File: src/rtl/ebc_pkg.sv
package ebc_pkg;

    localparam int WAIT_W = 2;
    localparam int LEN_W  = WAIT_W + 2;

    typedef struct packed {
        logic              burst_two;
        logic              burst_en;
        logic [WAIT_W-1:0] waits;
        logic              three_st;
        logic              wide;
    } reg_cfg_t;

    localparam int CFG_W = $bits(reg_cfg_t);

    typedef enum logic [1:0] {
        ST_IDLE = 2'd0,
        ST_GAP  = 2'd1,
        ST_BUS  = 2'd2
    } bus_st_t;

    function automatic logic [LEN_W-1:0] beat_states(
        input reg_cfg_t c, input logic short_b, input logic two_b);
        if (short_b)
            return two_b ? LEN_W'(2) : LEN_W'(1);
        else if (c.three_st)
            return LEN_W'(3) + LEN_W'(c.waits);
        else
            return LEN_W'(2);
    endfunction

endpackage

File: src/rtl/ebc_decode.sv
module ebc_decode
    import ebc_pkg::*;
#(
    parameter int NREG = 8,
    parameter int RB   = 3
)(
    input  logic [RB-1:0]         reg_idx,
    input  logic [NREG*CFG_W-1:0] cfg_flat,
    output reg_cfg_t              cfg_sel,
    output reg_cfg_t              cfg_zero
);
    reg_cfg_t cfg_arr [NREG];

    for (genvar g = 0; g < NREG; g++) begin : g_unpack
        assign cfg_arr[g] = reg_cfg_t'(cfg_flat[g*CFG_W +: CFG_W]);
    end

    assign cfg_sel  = cfg_arr[reg_idx];
    assign cfg_zero = cfg_arr[0];
endmodule

File: src/rtl/ebc_timer.sv
module ebc_timer #(
    parameter int LW = 4
)(
    input  logic          clk,
    input  logic          rst,
    input  logic          load,
    input  logic [LW-1:0] load_val,
    input  logic          run,
    input  logic          stretch,
    input  logic          wait_n,
    output logic          done
);
    logic [LW-1:0] cnt;

    always_ff @(posedge clk) begin
        if (rst) begin
            cnt <= '0;
        end else if (load) begin
            cnt <= load_val;
        end else if (run && cnt != '0 && !(stretch && cnt == LW'(1) && !wait_n)) begin
            cnt <= cnt - LW'(1);
        end
    end

    assign done = run && (cnt == '0);

    AST_WAIT_HOLD: assert property (@(posedge clk) disable iff (rst)
        (run && !load && stretch && cnt == LW'(1) && !wait_n) |=> (cnt == LW'(1)))
        else $error("wait pin did not hold the cycle");
endmodule

File: src/rtl/ebc_lane.sv
module ebc_lane (
    input  logic        wide,
    input  logic        sz16,
    input  logic        half,
    input  logic        a0,
    input  logic [15:0] wdata,
    input  logic [15:0] ed_in,
    input  logic [15:0] rdata_q,
    output logic [15:0] ed_out,
    output logic [15:0] cap_data
);
    always_comb begin
        if (wide) begin
            ed_out = sz16 ? wdata : {wdata[7:0], wdata[7:0]};
        end else if (sz16) begin
            ed_out = {8'h00, half ? wdata[7:0] : wdata[15:8]};
        end else begin
            ed_out = {8'h00, wdata[7:0]};
        end
    end

    always_comb begin
        if (wide && sz16) begin
            cap_data = ed_in;
        end else if (wide) begin
            cap_data = {8'h00, a0 ? ed_in[7:0] : ed_in[15:8]};
        end else if (sz16) begin
            cap_data = half ? {rdata_q[15:8], ed_in[7:0]} : {ed_in[7:0], 8'h00};
        end else begin
            cap_data = {8'h00, ed_in[7:0]};
        end
    end
endmodule

File: src/rtl/ext_bus_ctrl.sv
module ext_bus_ctrl
    import ebc_pkg::*;
#(
    parameter int NREG      = 8,
    parameter int AW        = 24,
    parameter int BLK_BITS  = 4
)(
    input  logic                  clk,
    input  logic                  rst,
    input  logic                  req,
    input  logic                  we,
    input  logic                  sz16,
    input  logic [AW-1:0]         addr,
    input  logic [15:0]           wdata,
    output logic                  ack,
    output logic [15:0]           rdata,
    input  logic [NREG*CFG_W-1:0] region_cfg,
    input  logic                  idle_rr_en,
    input  logic                  idle_wr_en,
    input  logic                  wbuf_en,
    output logic [AW-1:0]         ea,
    output logic [15:0]           ed_out,
    output logic                  ed_oe,
    output logic                  rd_n,
    output logic                  wr_n,
    output logic [NREG-1:0]       cs_n,
    input  logic [15:0]           ed_in,
    input  logic                  wait_n
);
    localparam int RB = $clog2(NREG);
    localparam int LW = LEN_W;

    bus_st_t            st;
    logic               x_we, x_sz;
    logic [AW-1:0]      x_addr;
    logic [15:0]        x_wd;
    logic [RB-1:0]      cur_reg, last_reg;
    logic               wide_q, stretch_q, split_q, half, buffered, burst_en_q;
    logic [LW-1:0]      len_q;
    logic               ack_q, last_rd, burst_live;
    logic [AW-BLK_BITS-1:0] burst_blk;
    logic [15:0]        rdata_q, cap_data;

    reg_cfg_t           req_cfg, cfg0;
    logic [RB-1:0]      req_reg;
    logic               accept, hit_burst, need_gap, beat_done, t_load;
    logic [LW-1:0]      len_acc, t_val;
    logic [AW-1:0]      a_eff;
    logic               bus;
    logic [NREG-1:0]    cs_hot;

    assign req_reg = addr[AW-1 -: RB];

    ebc_decode #(.NREG(NREG), .RB(RB)) u_decode (
        .reg_idx  (req_reg),
        .cfg_flat (region_cfg),
        .cfg_sel  (req_cfg),
        .cfg_zero (cfg0)
    );

    assign accept    = (st == ST_IDLE) && req && !ack_q;
    assign a_eff     = sz16 ? {addr[AW-1:1], 1'b0} : addr;
    assign hit_burst = !we && (req_reg == '0) && cfg0.burst_en && burst_live
                       && (addr[AW-1:BLK_BITS] == burst_blk);
    assign len_acc   = beat_states(req_cfg, hit_burst, cfg0.burst_two);
    assign need_gap  = last_rd && ((idle_rr_en && !we && req_reg != last_reg)
                                   || (idle_wr_en && we));

    assign t_load = accept || (beat_done && split_q && !half);
    assign t_val  = accept ? (len_acc - LW'(1)) : (len_q - LW'(1));

    ebc_timer #(.LW(LW)) u_timer (
        .clk      (clk),
        .rst      (rst),
        .load     (t_load),
        .load_val (t_val),
        .run      (bus),
        .stretch  (stretch_q),
        .wait_n   (wait_n),
        .done     (beat_done)
    );

    ebc_lane u_lane (
        .wide     (wide_q),
        .sz16     (x_sz),
        .half     (half),
        .a0       (x_addr[0]),
        .wdata    (x_wd),
        .ed_in    (ed_in),
        .rdata_q  (rdata_q),
        .ed_out   (ed_out),
        .cap_data (cap_data)
    );

    always_ff @(posedge clk) begin
        if (rst) begin
            st         <= ST_IDLE;
            x_we       <= 1'b0;
            x_sz       <= 1'b0;
            x_addr     <= '0;
            x_wd       <= '0;
            cur_reg    <= '0;
            last_reg   <= '0;
            wide_q     <= 1'b0;
            stretch_q  <= 1'b0;
            split_q    <= 1'b0;
            half       <= 1'b0;
            buffered   <= 1'b0;
            burst_en_q <= 1'b0;
            len_q      <= '0;
            ack_q      <= 1'b0;
            last_rd    <= 1'b0;
            burst_live <= 1'b0;
            burst_blk  <= '0;
            rdata_q    <= '0;
        end else begin
            if (ack_q) ack_q <= 1'b0;
            unique case (st)
                ST_IDLE: begin
                    if (accept) begin
                        x_we       <= we;
                        x_sz       <= sz16;
                        x_addr     <= a_eff;
                        x_wd       <= wdata;
                        cur_reg    <= req_reg;
                        wide_q     <= req_cfg.wide;
                        stretch_q  <= req_cfg.three_st && !hit_burst;
                        split_q    <= sz16 && !req_cfg.wide;
                        len_q      <= len_acc;
                        half       <= 1'b0;
                        burst_en_q <= cfg0.burst_en;
                        buffered   <= we && wbuf_en;
                        if (we && wbuf_en) ack_q <= 1'b1;
                        st <= need_gap ? ST_GAP : ST_BUS;
                    end
                end
                ST_GAP: st <= ST_BUS;
                ST_BUS: begin
                    if (beat_done) begin
                        if (!x_we) rdata_q <= cap_data;
                        if (split_q && !half) begin
                            half <= 1'b1;
                        end else begin
                            st         <= ST_IDLE;
                            ack_q      <= !buffered;
                            last_rd    <= !x_we;
                            last_reg   <= cur_reg;
                            burst_live <= !x_we && (cur_reg == '0) && burst_en_q;
                            burst_blk  <= x_addr[AW-1:BLK_BITS];
                        end
                    end
                end
                default: st <= ST_IDLE;
            endcase
        end
    end

    assign bus    = (st == ST_BUS);
    assign cs_hot = NREG'(1) << cur_reg;
    assign ea     = {x_addr[AW-1:1], x_addr[0] | half};
    assign rd_n   = !(bus && !x_we);
    assign wr_n   = !(bus && x_we);
    assign ed_oe  = bus && x_we;
    assign cs_n   = bus ? ~cs_hot : '1;
    assign ack    = ack_q;
    assign rdata  = rdata_q;

    AST_STROBE_EXCL: assert property (@(posedge clk) disable iff (rst)
        !(!rd_n && !wr_n))
        else $error("both strobes low");

    AST_OE_WRITE_ONLY: assert property (@(posedge clk) disable iff (rst)
        ed_oe |-> (!wr_n && rd_n))
        else $error("data enable outside a write");

    AST_CS_DECODE: assert property (@(posedge clk) disable iff (rst)
        (!rd_n || !wr_n) |-> ($countones(~cs_n) == 1 && !cs_n[ea[AW-1 -: RB]]))
        else $error("chip select does not match address");

    AST_CS_QUIET: assert property (@(posedge clk) disable iff (rst)
        (rd_n && wr_n) |-> (cs_n == '1))
        else $error("chip select active without strobe");

    AST_GAP_QUIET: assert property (@(posedge clk) disable iff (rst)
        (st == ST_GAP) |-> (rd_n && wr_n && cs_n == '1))
        else $error("idle cycle not quiet");

    AST_SPLIT_NEXT: assert property (@(posedge clk) disable iff (rst)
        (bus && half && !$past(half)) |-> (ea == $past(ea) + AW'(1)))
        else $error("second byte cycle address wrong");

    AST_ACK_PULSE: assert property (@(posedge clk) disable iff (rst)
        ack |=> !ack)
        else $error("ack longer than one cycle");
endmodule

File: config.mk
export PLATFORM = sky130hd
export DESIGN_NAME = ext_bus_ctrl
export DESIGN_NICKNAME = d
export VERILOG_FILES = /design/src/rtl/ebc_pkg.sv /design/src/rtl/ebc_decode.sv /design/src/rtl/ebc_timer.sv /design/src/rtl/ebc_lane.sv /design/src/rtl/ext_bus_ctrl.sv
export SDC_FILE = /design/constraint.sdc
export NUM_CORES = 1
export LEC_CHECK = 0
export ABC_CLOCK_PERIOD_IN_PS = 3900
export BUFFER_PORTS_ARGS = -buffer_cell sky130_fd_sc_hd__buf_2
export CAP_MARGIN = 20
export CORE_MARGIN = 2
export CORE_UTILIZATION = 31
export DETAILED_ROUTE_END_ITERATION = 8
export SETUP_SLACK_MARGIN = 0.1
export SYNTH_ARGS = -nofsm -noshare
export SYNTH_HDL_FRONTEND = slang
export SYNTH_SLANG_ARGS = --single-unit
File: constraint.sdc
create_clock -name clk -period 3.9 [get_ports clk]
set_input_delay 0.585 -clock clk [delete_from_list [all_inputs] [get_ports clk]]
set_output_delay 0.585 -clock clk [all_outputs]
set_load 0.05 [all_outputs]
==> results of run 1 <==
## metal layers
metal	vias up	track usage	routed length [um]
met5	-	0	0
met4	0	0.0392	127
met3	9	0.0411	686
met2	97	0.270	6130
met1	2054	0.214	5870
li1	2229	-	-
## worst paths after layout
check | end | slack [ps]
worst max-delay path | u_timer.cnt[2]$_SDFFE_PP0P_ | 1080
worst min-delay path | burst_live$_SDFFE_PP0P_ | 450
worst max register to register | u_timer.cnt[2]$_SDFFE_PP0P_ | 1240
worst min register to register | burst_live$_SDFFE_PP0P_ | 450
## cells in the mapped netlist (all sizes together)
cell / instances
nand4: 7
o21ai: 2
nor3: 6
nand3b: 2
nor2b: 13
dfxtp: 96
nor3b: 4
nand2b: 3
clkbuf: 30
a21oi: 79
a41o: 1
or4: 2
and4: 1
o21a: 3
a31oi: 3
mux2i: 12
xnor2: 20
or2: 1
and2: 3
a31o: 1
xor2: 3
nand3: 19
a22oi: 8
mux4: 8
and3b: 1
a22o: 8
buf: 7
inv: 5
o2bb2ai: 1
ha: 4
nor2: 29
a211oi: 10
o211ai: 5
mux2: 9
nand2: 150
or3: 3
## power breakdown
part,switching (mW),internal (mW)
logic,0.598,0.291
clock network,0.397,0.566
registers,0.0775,1.08
total,1.07,1.93
## worst max-delay path: cells and delay by family
kind / cells / cell delay (ps)
AO/OA/AOI/OAI: 2 / 400
XOR/XNOR: 1 / 160
adder cells (fa/ha/maj): 1 / 180
buffers and inverters: 1 / 270
AND/OR/NAND/NOR: 4 / 1490
## layout make-up
type,count,area share
multi-input cells,421,0.422
flip-flops and latches,96,0.327
repair buffers,176,0.154
well taps,184,0.0391
clock buffers,10,0.0389
clock inverters,6,0.0157
inverters,5,0.00319
## cell families (layout without fill, tap and decap cells)
kind of cell | count (synthesis) | after routing
buf+inv | 42 | 197
compound gates | 121 | 121
xor+xnor | 23 | 23
simple gates | 244 | 244
mux | 29 | 29
flops | 96 | 96
fa+ha+maj | 4 | 4
==> impl_metrics.ini, run 1 <==
[synthesis]
synthAdderAreaFrac = 0.0110
ys_seq_elements = 96
postSynthCellCount = 559
synth_area_leaders = dfxtp_1, nand2_1, a21oi_1, mux4_2, xnor2_1
synth-compound-area-share = 0.160
yosysSeqAreaShare = 0.421
synth-xor-area-share = 0.0474
synth_top_area_frac = 0.421
syn_area_um2 = 4560
yosys_warnings = 0
synth.distinct_cells = 43
synthesis.nets = 676
synth.area.mux_share = 0.0880
synth_top_area_cell = dfxtp_1
synth-simple-area-share = 0.235
synth_top_family_by_area = simple AND/OR/NAND/NOR gates
avgSynthCellArea_um2 = 8.17

[sta]
fin_crit_ps = 2820
maxSlewHeadroom = 0.476
grt_setup_unrepaired = false
report.final.hold_viol_count = 0
worstMarginPinSlew_ps = 786
slew_viol_final = 0
fmax_ghz = 0.355
setup_viol = 0
layout_setup_ws_ps = 1080
skew_ps = 7.30
fin_crit_sh = 0.723
timing.hold.ws_ps = 454
finalSetupTns_ps = 0

[finish]
top_regs = x_addr (24), burst_blk (17)
layout_commonest_cell = buf_2
most-common-layout-cells = buf_2, nand2_1, dfxtp_1
area_delta_synth_final_pct = 28.8
postLayoutCoreUtil = 0.406
nFillCells = 1556
finalNonFillerCells = 898
diodes = 0
finalInstanceArea_um2 = 5880
multi_input_area_um2 = 2480
drive_gt1_frac = 0.305
final-seq-area_um2 = 1920
largest-register = x_addr
layout.nets = 826
largest_register_ff_count = 24

[clock_tree]
clock-sinks = 96
post_cts_resized = 0
cts.htree.levels = 3
clk_latency_ps = 350
cts_made_buffers = 9
path_clk_slew_ps = 70
postCtsSetupBuffers = 0
hold_buffers = 0
cts_tree = built
clockBufferDepth = 2
root_buffer = clkbuf_16

[setup_path]
slowest_stage = or4_4
critPathMaxFanout = 11
crit_required_ps = 4170
r2r-start = last_reg[2]$_SDFFE_PP0P_
slowest_delay_ps = 600
cp-startpoint = addr[22]
reg2reg_depth = 8
cp-start-kind = input pin
crit_chain = buf_2 -> xnor2_1 -> nand3_1 -> or4_4 -> or3_4 -> a31o_4 -> ha_1 -> or3_1 -> o211ai_1
arrival_ps = 3090
critical_path_class = in -> reg
cp-end-kind = register

[grt]
grt_pass1_vias = 4229
antenna_found_initial = 0
grt_max_degree = 74
grt_pass1_wl_um = 20800
grtUsageTotal = 0.163
gr-total-overflow = 0

[route]
drt-initial-drc-count = 204
dr_total_vias = 4389
dr.pass1.iters = 4
routed_wl_um = 12800
drc = 0
vias_per_cell = 4.89
wire_per_inst_um = 14.3
antenna_left = 0

[floorplanning]
core_um2 = 14500
io_pins = 181
die_y_um = 125
dieArea_um2 = 15700
rows = 44
start_util = 0.315
chipWidth_um = 125

[power_and_ir_drop]
leakage_nw = 2.44
power_density_nw_per_um2 = 511
vdd_drop_max_v = 0.000292
p_total_mw = 3.01

[run]
maxCapViolCount = 0

[hold_path]
hp-class = reg -> reg
hold_start = burst_live$_SDFFE_PP0P_
hold_path_depth = 2

[placed_design]
numPortBuffers = 166
place_inst = 882
dp_hpwl_um = 9060
placed_area_um2 = 5560
gp_congestion = 0.766
post-place-ws_ps = 716

[outcome]
status = completed
Power figures use the tool's default switching activity.
==> run 2: changes to the inputs <==
--- a/config.mk
+++ b/config.mk
@@ -5,7 +5,7 @@
 export SDC_FILE = /design/constraint.sdc
 export NUM_CORES = 1
 export LEC_CHECK = 0
-export ABC_CLOCK_PERIOD_IN_PS = 3900
+export ABC_CLOCK_PERIOD_IN_PS = 2900
 export BUFFER_PORTS_ARGS = -buffer_cell sky130_fd_sc_hd__buf_2
 export CAP_MARGIN = 20
 export CORE_MARGIN = 2
==> constraint.sdc (replaced) <==
create_clock -name clk -period 2.9 [get_ports clk]
set_input_delay 0.435 -clock clk [delete_from_list [all_inputs] [get_ports clk]]
set_output_delay 0.435 -clock clk [all_outputs]
set_load 0.05 [all_outputs]
==> run 2 against run 1 <==
  * Clock power grew 21%
  * Worst setup slack worse by 820 ps
  * Sequential cell count unchanged
  * Non-clock buffer count increased by 8
  * Critical path type is now reg -> reg
  * Critical endpoint unchanged
==> impl_metrics.ini, run 2 (synthesis gave the netlist of run 1 again) <==
[finish]
largest-register = x_addr
layout.nets = 834
area_delta_synth_final_pct = 29.5
nFillCells = 1533
largest_register_ff_count = 24
most-common-layout-cells = buf_2, nand2_1, dfxtp_1
final-seq-area_um2 = 1920
layout_commonest_cell = buf_2
diodes = 0
drive_gt1_frac = 0.313
multi_input_area_um2 = 2480
top_regs = x_addr (24), burst_blk (17)

[floorplanning]
chipWidth_um = 125
rows = 44
io_pins = 181
dieArea_um2 = 15700
core_um2 = 14500
die_y_um = 125
start_util = 0.315

[setup_path]
endpoint = u_timer.cnt[2]$_SDFFE_PP0P_
cp-start-kind = register
r2r_setup_slack_ps = 260
arrival_ps = 2900
r2r-end = u_timer.cnt[2]$_SDFFE_PP0P_
r2r-start = last_reg[2]$_SDFFE_PP0P_
crit_chain = xnor2_2 -> nand3_1 -> or4_4 -> or3_4 -> a31o_4 -> ha_1 -> or3_1 -> o211ai_1
crit_cells = 8
critPathMaxFanout = 4
reg2reg_depth = 8
critical_path_class = reg -> reg
crit_required_ps = 3160
crit_buf_inv = 0
cp-end-kind = register
slowest_stage = or4_4
timing.critical_path.max_delay_family = simple AND/OR/NAND/NOR gates
cp-startpoint = last_reg[2]$_SDFFE_PP0P_
slowest_delay_ps = 570

[power_and_ir_drop]
p_total_mw = 3.92
power_density_nw_per_um2 = 663
vdd_drop_max_v = 0.000378
leakage_nw = 2.47

[route]
antenna_left = 0
routed_wl_um = 12800
vias_per_cell = 4.81
dr_total_vias = 4359
drc = 0
highest_layer = met4
wire_per_inst_um = 14.1
drt-initial-drc-count = 143
wl_met2_um = 6210
met1Wirelength_um = 5970
wl_met3_um = 480
dr.pass1.iters = 4

[clock_tree]
path_clk_slew_ps = 70
cts_tree = built
clock-sinks = 96
clk_latency_ps = 340
cts.htree.levels = 3
root_buffer = clkbuf_16
post_cts_resized = 0
hold_buffers = 0
clockBufferDepth = 2
cts_made_buffers = 9
postCtsSetupBuffers = 0

[grt]
gr-total-overflow = 0
grt_pass1_wl_um = 20700
antenna_found_initial = 0
grtUsageTotal = 0.162
grt_max_degree = 52
grt_pass1_vias = 4164

[hold_path]
hp-class = in -> reg

[sta]
fmax_ghz = 0.379
timing.hold.ws_ps = 326
fin_crit_sh = 0.911
report.final.hold_viol_count = 0
layout_setup_ws_ps = 259
worstMarginPinSlew_ps = 563
grt_setup_unrepaired = false
skew_ps = 10.9
fin_crit_ps = 2640
maxSlewHeadroom = 0.624
finalSetupTns_ps = 0
slew_viol_final = 0
setup_viol = 0

[placed_design]
numPortBuffers = 166
dp_hpwl_um = 9340
post-place-ws_ps = 20.1
gp_congestion = 0.796

[outcome]
status = completed

[run]
maxCapViolCount = 0
[run 2: worst min path at each step]
stage	depth (start not counted)	from	slack, ps	to
after floorplan	2	stretch_q$_SDFFE_PP0P_	430	stretch_q$_SDFFE_PP0P_
after global placement	2	rdata[9]$_SDFFE_PP0P_	440	rdata[9]$_SDFFE_PP0P_
after detailed placement	2	rdata[15]$_SDFFE_PP0P_	450	rdata[15]$_SDFFE_PP0P_
after CTS	3	addr[1]	310	x_addr[1]$_SDFFE_PP0P_
after global routing	3	wdata[7]	320	x_wd[7]$_SDFFE_PP0P_
final	3	addr[1]	330	x_addr[1]$_SDFFE_PP0P_
[run 2: area by class of cell]
cell class | count | area share
well taps | 184 | 0.0390
flip-flops and latches | 96 | 0.325
inverters | 5 | 0.00318
multi-input cells | 421 | 0.420
clock buffers | 12 | 0.0434
clock inverters | 4 | 0.00593
repair buffers | 184 | 0.164
[run 2: per-layer routing]
layer  up-vias  global-route usage
met2        75               0.271
li1       2236                   -
met3         9              0.0454
met5         -                   0
met1      2039               0.208
met4         0              0.0340
[run 2: worst reg2reg max path, delay by kind of cell, from the launching register on]
kind                       cells  cell delay, ps
adders and majority gates      1             190
DFF                            1             380
AOI/OAI and AO/OA              2             400
xor gates and xnor gates       1             130
and+or+nand+nor                4            1460
[run 2: report_power, final]
group          internal [mW]  switching (mW)
logic                  0.402           0.817
clock network          0.638           0.519
registers               1.45          0.0923
total                   2.49            1.43
[run 2: stage by stage]
step,cells,instance area [um^2],util
after floorplan,559,4560,-
after global placement,890,5620,0.388
after detailed placement,890,5620,0.388
after CTS,906,5910,0.408
after global routing,906,5910,0.408
final,906,5910,0.408
